--- config.mk ---
export PLATFORM = sky130hd
export DESIGN_NAME = cmd_mailbox
export DESIGN_NICKNAME = d
export VERILOG_FILES = /design/src/rtl/mbx_pkg.sv /design/src/rtl/mbx_decode.sv /design/src/rtl/mbx_capture.sv /design/src/rtl/mbx_readport.sv /design/src/rtl/cmd_mailbox.sv
export SDC_FILE = /design/constraint.sdc
export NUM_CORES = 1
export LEC_CHECK = 0
export ABC_AREA = 1
export BUFFER_PORTS_ARGS = -buffer_cell sky130_fd_sc_hd__buf_2
export CORE_MARGIN = 5
export CORE_UTILIZATION = 45
export DETAILED_ROUTE_END_ITERATION = 7
export MAX_ROUTING_LAYER = met4
export PLACE_DENSITY = 0.73
export SYNTH_ARGS = -nofsm -noshare
export SYNTH_HDL_FRONTEND = slang
export SYNTH_HIERARCHICAL = 1
export SYNTH_SLANG_ARGS = --single-unit
--- constraint.sdc ---
create_clock -name clk -period 3.02 [get_ports clk]
set_input_delay 0.604 -clock clk [delete_from_list [all_inputs] [get_ports clk]]
set_output_delay 0.604 -clock clk [all_outputs]
set_load 0.05 [all_outputs]
--- src/rtl/mbx_pkg.sv ---
package mbx_pkg;
    localparam int unsigned MBX_DATA_W = 32;
    localparam int unsigned MBX_BYTE_W = 8;
    localparam int unsigned MBX_SLOT_W = 4;

    // status register field positions (processor software decodes these)
    localparam int unsigned ST_PEND_BIT = 0;
    localparam int unsigned ST_ABYTE_LO = 8;
    localparam int unsigned ST_XBYTE_LO = 16;
    localparam int unsigned ST_SLOT_LO  = 24;
    localparam int unsigned ST_OVR_BIT  = 28;

    typedef enum logic {
        RSEL_CMD  = 1'b0,
        RSEL_STAT = 1'b1
    } rsel_e;

    typedef struct packed {
        logic [MBX_DATA_W-1:0] cmd;
        logic [MBX_BYTE_W-1:0] abyte;
        logic [MBX_BYTE_W-1:0] xbyte;
        logic                  pend;
        logic                  ovr;
    } mbx_state_t;
endpackage

--- src/rtl/mbx_decode.sv ---
module mbx_decode #(
    parameter int unsigned ADDR_W   = 32,
    parameter int unsigned LOW_W    = 8,
    parameter int unsigned DEC_BITS = 3
) (
    input  logic              bus_sel,
    input  logic              bus_wr,
    input  logic [ADDR_W-1:0] bus_addr,
    output logic              accept
);
    localparam int unsigned TOP = LOW_W - 1;
    localparam int unsigned BOT = LOW_W - DEC_BITS;

    logic field_clear;

    generate
        if (DEC_BITS == 0) begin : g_nodec
            assign field_clear = 1'b1;
        end else begin : g_dec
            assign field_clear = (bus_addr[TOP:BOT] == '0);
        end
    endgenerate

    assign accept = bus_sel & bus_wr & field_clear;
endmodule

--- src/rtl/mbx_capture.sv ---
module mbx_capture
    import mbx_pkg::*;
(
    input  logic                  clk,
    input  logic                  rst_n,
    input  logic                  accept,
    input  logic [MBX_DATA_W-1:0] cmd_in,
    input  logic [MBX_BYTE_W-1:0] abyte_in,
    input  logic [MBX_BYTE_W-1:0] xbyte_in,
    input  logic                  rd_cmd,
    input  logic                  rd_stat,
    output mbx_state_t            st_q
);
    mbx_state_t st_d;

    always_comb begin
        st_d = st_q;
        if (accept) begin
            st_d.cmd   = cmd_in;
            st_d.abyte = abyte_in;
            st_d.xbyte = xbyte_in;
            st_d.pend  = 1'b1;
        end else if (rd_cmd) begin
            st_d.pend = 1'b0;
        end
        if (accept && st_q.pend && !rd_cmd) begin
            st_d.ovr = 1'b1;
        end else if (rd_stat) begin
            st_d.ovr = 1'b0;
        end
    end

    always_ff @(posedge clk) begin
        if (!rst_n) begin
            st_q <= '0;
        end else begin
            st_q <= st_d;
        end
    end

    a_r7_irq_after_accept: assert property (@(posedge clk) disable iff (!rst_n)
        accept |=> st_q.pend);
    a_r8_read_clears: assert property (@(posedge clk) disable iff (!rst_n)
        (rd_cmd && !accept) |=> !st_q.pend);
    a_r2_cmd_held: assert property (@(posedge clk) disable iff (!rst_n)
        !accept |=> $stable(st_q.cmd) && $stable(st_q.abyte) && $stable(st_q.xbyte));
    a_r9_overrun_set: assert property (@(posedge clk) disable iff (!rst_n)
        (accept && st_q.pend && !rd_cmd) |=> st_q.ovr);
    a_r9_overrun_sticky: assert property (@(posedge clk) disable iff (!rst_n)
        (st_q.ovr && !rd_stat) |=> st_q.ovr);
endmodule

--- src/rtl/mbx_readport.sv ---
module mbx_readport
    import mbx_pkg::*;
(
    input  logic                  clk,
    input  logic                  rst_n,
    input  logic                  rd_en,
    input  rsel_e                 rd_sel,
    input  mbx_state_t            st,
    input  logic [MBX_SLOT_W-1:0] slot,
    output logic [MBX_DATA_W-1:0] rdata_q
);
    logic [MBX_DATA_W-1:0] rdata_d;
    logic [MBX_DATA_W-1:0] status_w;

    always_comb begin
        status_w = '0;
        status_w[ST_PEND_BIT]                         = st.pend;
        status_w[ST_ABYTE_LO +: MBX_BYTE_W]           = st.abyte;
        status_w[ST_XBYTE_LO +: MBX_BYTE_W]           = st.xbyte;
        status_w[ST_SLOT_LO  +: MBX_SLOT_W]           = slot;
        status_w[ST_OVR_BIT]                          = st.ovr;
    end

    always_comb begin
        rdata_d = rdata_q;
        if (rd_en) begin
            rdata_d = (rd_sel == RSEL_CMD) ? st.cmd : status_w;
        end
    end

    always_ff @(posedge clk) begin
        if (!rst_n) begin
            rdata_q <= '0;
        end else begin
            rdata_q <= rdata_d;
        end
    end

    a_r10_rdata_hold: assert property (@(posedge clk) disable iff (!rst_n)
        !rd_en |=> $stable(rdata_q));
endmodule

--- src/rtl/cmd_mailbox.sv ---
module cmd_mailbox
    import mbx_pkg::*;
(
    input  logic        clk,
    input  logic        rst_n,
    input  logic        bus_sel,
    input  logic        bus_wr,
    input  logic [31:0] bus_addr,
    input  logic [31:0] bus_wdata,
    input  logic [7:0]  bus_xbyte,
    input  logic [3:0]  slot_id,
    input  logic        cpu_rd_en,
    input  logic        cpu_rd_sel,
    output logic [31:0] cpu_rdata,
    output logic        cmd_irq
);
    localparam int unsigned ADDR_W = 32;

    logic       accept;
    logic       rd_cmd;
    logic       rd_stat;
    rsel_e      rsel;
    mbx_state_t st_q;

    assign rsel    = rsel_e'(cpu_rd_sel);
    assign rd_cmd  = cpu_rd_en && (rsel == RSEL_CMD);
    assign rd_stat = cpu_rd_en && (rsel == RSEL_STAT);

    mbx_decode #(.ADDR_W(ADDR_W), .LOW_W(8), .DEC_BITS(3)) u_dec (
        .bus_sel  (bus_sel),
        .bus_wr   (bus_wr),
        .bus_addr (bus_addr),
        .accept   (accept)
    );

    mbx_capture u_cap (
        .clk      (clk),
        .rst_n    (rst_n),
        .accept   (accept),
        .cmd_in   (bus_wdata),
        .abyte_in (bus_addr[15:8]),
        .xbyte_in (bus_xbyte),
        .rd_cmd   (rd_cmd),
        .rd_stat  (rd_stat),
        .st_q     (st_q)
    );

    mbx_readport u_rp (
        .clk     (clk),
        .rst_n   (rst_n),
        .rd_en   (cpu_rd_en),
        .rd_sel  (rsel),
        .st      (st_q),
        .slot    (slot_id),
        .rdata_q (cpu_rdata)
    );

    assign cmd_irq = st_q.pend;

    a_r1_irq_rise_needs_write: assert property (@(posedge clk) disable iff (!rst_n)
        $rose(cmd_irq) |-> $past(bus_sel && bus_wr));
    a_r2_bad_addr_no_irq_rise: assert property (@(posedge clk) disable iff (!rst_n)
        (!cmd_irq && bus_addr[7:5] != 3'b000) |=> !cmd_irq);
endmodule

==> qor.yml <==
worst_setup_path:
  crit_start: "cpu_rd_en"
  critical_path_depth: 4
  worstSetupPathType: "primary input to flop"
  rrSetupSlack_ps: 2310
  cp-end-kind: "flop"
  path_cells: "buf_2, clkinv_1, nand2_1, a21oi_1"
  cpPeakStageDelay_ps: 570
  worstSetupStartpointType: "primary input"
  r2r_start: "u_cap/st_q[1]"
  crit_fanout: 40
  reg2regPathDepth: 4
  timing.rr.end: "u_rp/rdata_q[0]"
  path_buf_inv: 2
  arrival_ps: 1900
  crit_family: "buffers and inverters"
  slowest_stage: "buf_2"
  worstPathRequired_ps: 3210
  cp-endpoint: "u_rp/rdata_q[6]"
pwr:
  swShare_pct: 28.0
  power_density_nw_per_um2: 532
  leakage_uw: 0.00198
  seqPwrFrac_pct: 54.6
  irDropWorstVdd_mv: 0.278
  internal_power_uw: 1490
  switching_power_uw: 576
  p_clk_share_pct: 34.2
  pwr-share-comb_pct: 11.2
cts:
  clk-insertion-delay-late_ps: 340
  cts.sinks: 82
  hold_buffers: 0
  numCtsBuffers: 9
  ctsHtreeMaxLevel: 3
  cts-root-buf: "clkbuf_8"
  tritoncts: "done"
  cts.clk_slew.worst_paths_ps: 90
  cts_resized: 0
  cts.path.max_buffers: 2
  post_cts_buffers: 0
sta:
  rsz0062_at_grt: "no"
  finalHoldViolations: 0
  finalCritPeriodShare_pct: 56.6
  finalClockSkew_ps: 8.33
  period_needed_ps: 1710
  setup_viol: 0
  max_freq_ghz: 0.585
  slew_headroom_pct: 29.4
  drv_slew: 0
  worst_pin_slew_ps: 1060
  fin_tns_setup_ps: 0
  final.setup.worst_slack_ps: 1310
cells_and_area:
  fin_util_pct: 54.3
  diodes: 0
  syn2layout_area_growth_pct: 19.3
  n_fill_cell: 752
  final_nets: 621
  drive_gt1_share_pct: 21.5
global_routing:
  antenna_found_initial: 0
  use_met1_pct: 22.9
  use_met3_pct: 3.82
  grt_max_degree: 50
  grt_pass1_wl_mm: 12.9
  grt_remaining_overflow: 0
  grt.total_usage_pct: 18.6
  use_met2_pct: 29.9
  grt_pass1_vias: 2841
  top_usage_layer: "met2"
synthesis:
  synth_top_family_by_area: "simple AND/OR/NAND/NOR gates"
  yosysTopAreaCell: "dfxtp_1"
  synth-simple-area-share_pct: 31.0
  ys_warn_count: 6
  yosysSeqAreaShare_pct: 50.5
  synth-async-reset-ratio_pct: 0
  synth_xor_area_share_pct: 0
  netlist_area_um2: 3250
  avgSynthCellArea_um2: 7.05
  synth_fa_ha_area_share_pct: 0
  synth_top_area_share_pct: 50.5
  synthMuxAreaShare_pct: 0
  synth_ff_type: "dfxtp_1"
  syn_inst: 461
  synthTopCellsByArea: "dfxtp_1 51%, nor2_1 16%, nand2_1 9.2%"
  ys_types: 16
  synth.most_common_cell: "nor2_1"
  synth_edf_count: 0
  ys_top_cells_by_count: "141 x nor2_1, 82 x dfxtp_1, 80 x nand2_1, 44 x o21ai_0, 34 x nand3_1"
  synth_compound_area_share_pct: 9.36
  synth_nets: 543
  synth-seq-cells: 82
placement:
  gp_congestion: 0.756
  port_buffers: 93
  dp_slack_ps: 923
  place_hpwl_mm: 4.93
outcome:
  status: "complete, no violations"
route:
  dr.pass1.iters: 4
  ant_nets: 0
  drt-total-wl_mm: 7.81
  via_per_inst: 4.73
  drc: 0
  vias: 3041
  drt_iter0_markers: 151
  detail_route.wl_per_cell_um: 12.1
floorplan:
  io_pins: 115
  row_count: 31
  dieArea_um2: 9020
  core_area_um2: 7140
  chipHeight_um: 95.0
  die_width_um: 95.0
  start_util_pct: 45.5
min_path:
  hold_class: "flop to flop"
job:
  maxCapViolations: 0
[metal layers]
metal	vias to the layer above	share of wire (%)
met5	-	0
met4	0	1.4
met3	10	5.8
met2	83	48
met1	1370	45
li1	1578	-
[cell usage in the layout, fill, tap and decap left out, drive strengths merged]
| cell | n |
|---|---|
| nand3 | 34 |
| buf | 96 |
| inv | 35 |
| clkbuf | 9 |
| a21oi | 12 |
| clkinv | 2 |
| nand2 | 80 |
| nor2 | 142 |
| o21ai | 48 |
| dfxtp | 82 |
| clkinvlp | 4 |
[state kept, by name, summed over array words and instances, names as in the netlist]
register,flops
u_cap/st_q,50
u_rp/rdata_q,32
[cell type report]
cell class | instances | area (um2) | share of cell area, %
timing repair buffer | 96 | 488 | 12.6
tap | 99 | 124 | 3.20
clock buffer | 9 | 124 | 3.20
clock inverter | 7 | 52.6 | 1.36
inverter | 34 | 128 | 3.29
sequential | 82 | 1640 | 42.4
multi-input combinational | 316 | 1320 | 34.0
[cells by family after synthesis]
group	after synthesis
buffers and inverters	63
DFF	82
AOI/OAI and AO/OA	60
and+or+nand+nor	256
[tightest hold or removal path, delay by kind of cell, from the launching register on]
kind / cells / cell delay, ps
AO/OA/AOI/OAI: 1 / 50
flip-flops: 1 / 320
AND/OR/NAND/NOR: 1 / 60
[how the worst min path moves through the flow]
stage,end,cells past startpoint,start,slack [ps]
detailed placement,u_rp/rdata_q[31],2,u_rp/rdata_q[31],450
floorplan,u_cap/st_q[0],2,u_cap/st_q[0],440
global route,u_cap/st_q[21],3,bus_wdata[3],470
CTS,u_cap/st_q[42],3,bus_wdata[24],450
global placement,u_rp/rdata_q[31],2,u_rp/rdata_q[31],450
finish,u_rp/rdata_q[31],2,u_rp/rdata_q[31],470
[stage by stage]
stage / std cells / power (uW) / hold slack (ps) / instance area, um2
6_report: 643 / 2060 / 466 / 3870
5_1_grt: 643 / 2170 / 466 / 3870
4_1_cts: 643 / 2090 / 454 / 3870
3_5_place_dp: 627 / 1380 / 454 / 3700
3_3_place_gp: 627 / 1380 / 450 / 3700
2_1_floorplan: 461 / 1310 / 441 / 3250
[power groups by stage]
stage / combinational [uW] / sequential (uW) / clock (uW)
floorplan: 99.7 / 1210 / 0
finish: 232 / 1130 / 705
global placement: 230 / 1150 / 0
CTS: 234 / 1130 / 731
detailed placement: 233 / 1150 / 0
global route: 257 / 1130 / 781
Note: power is estimated with default switching activity, not from simulation.
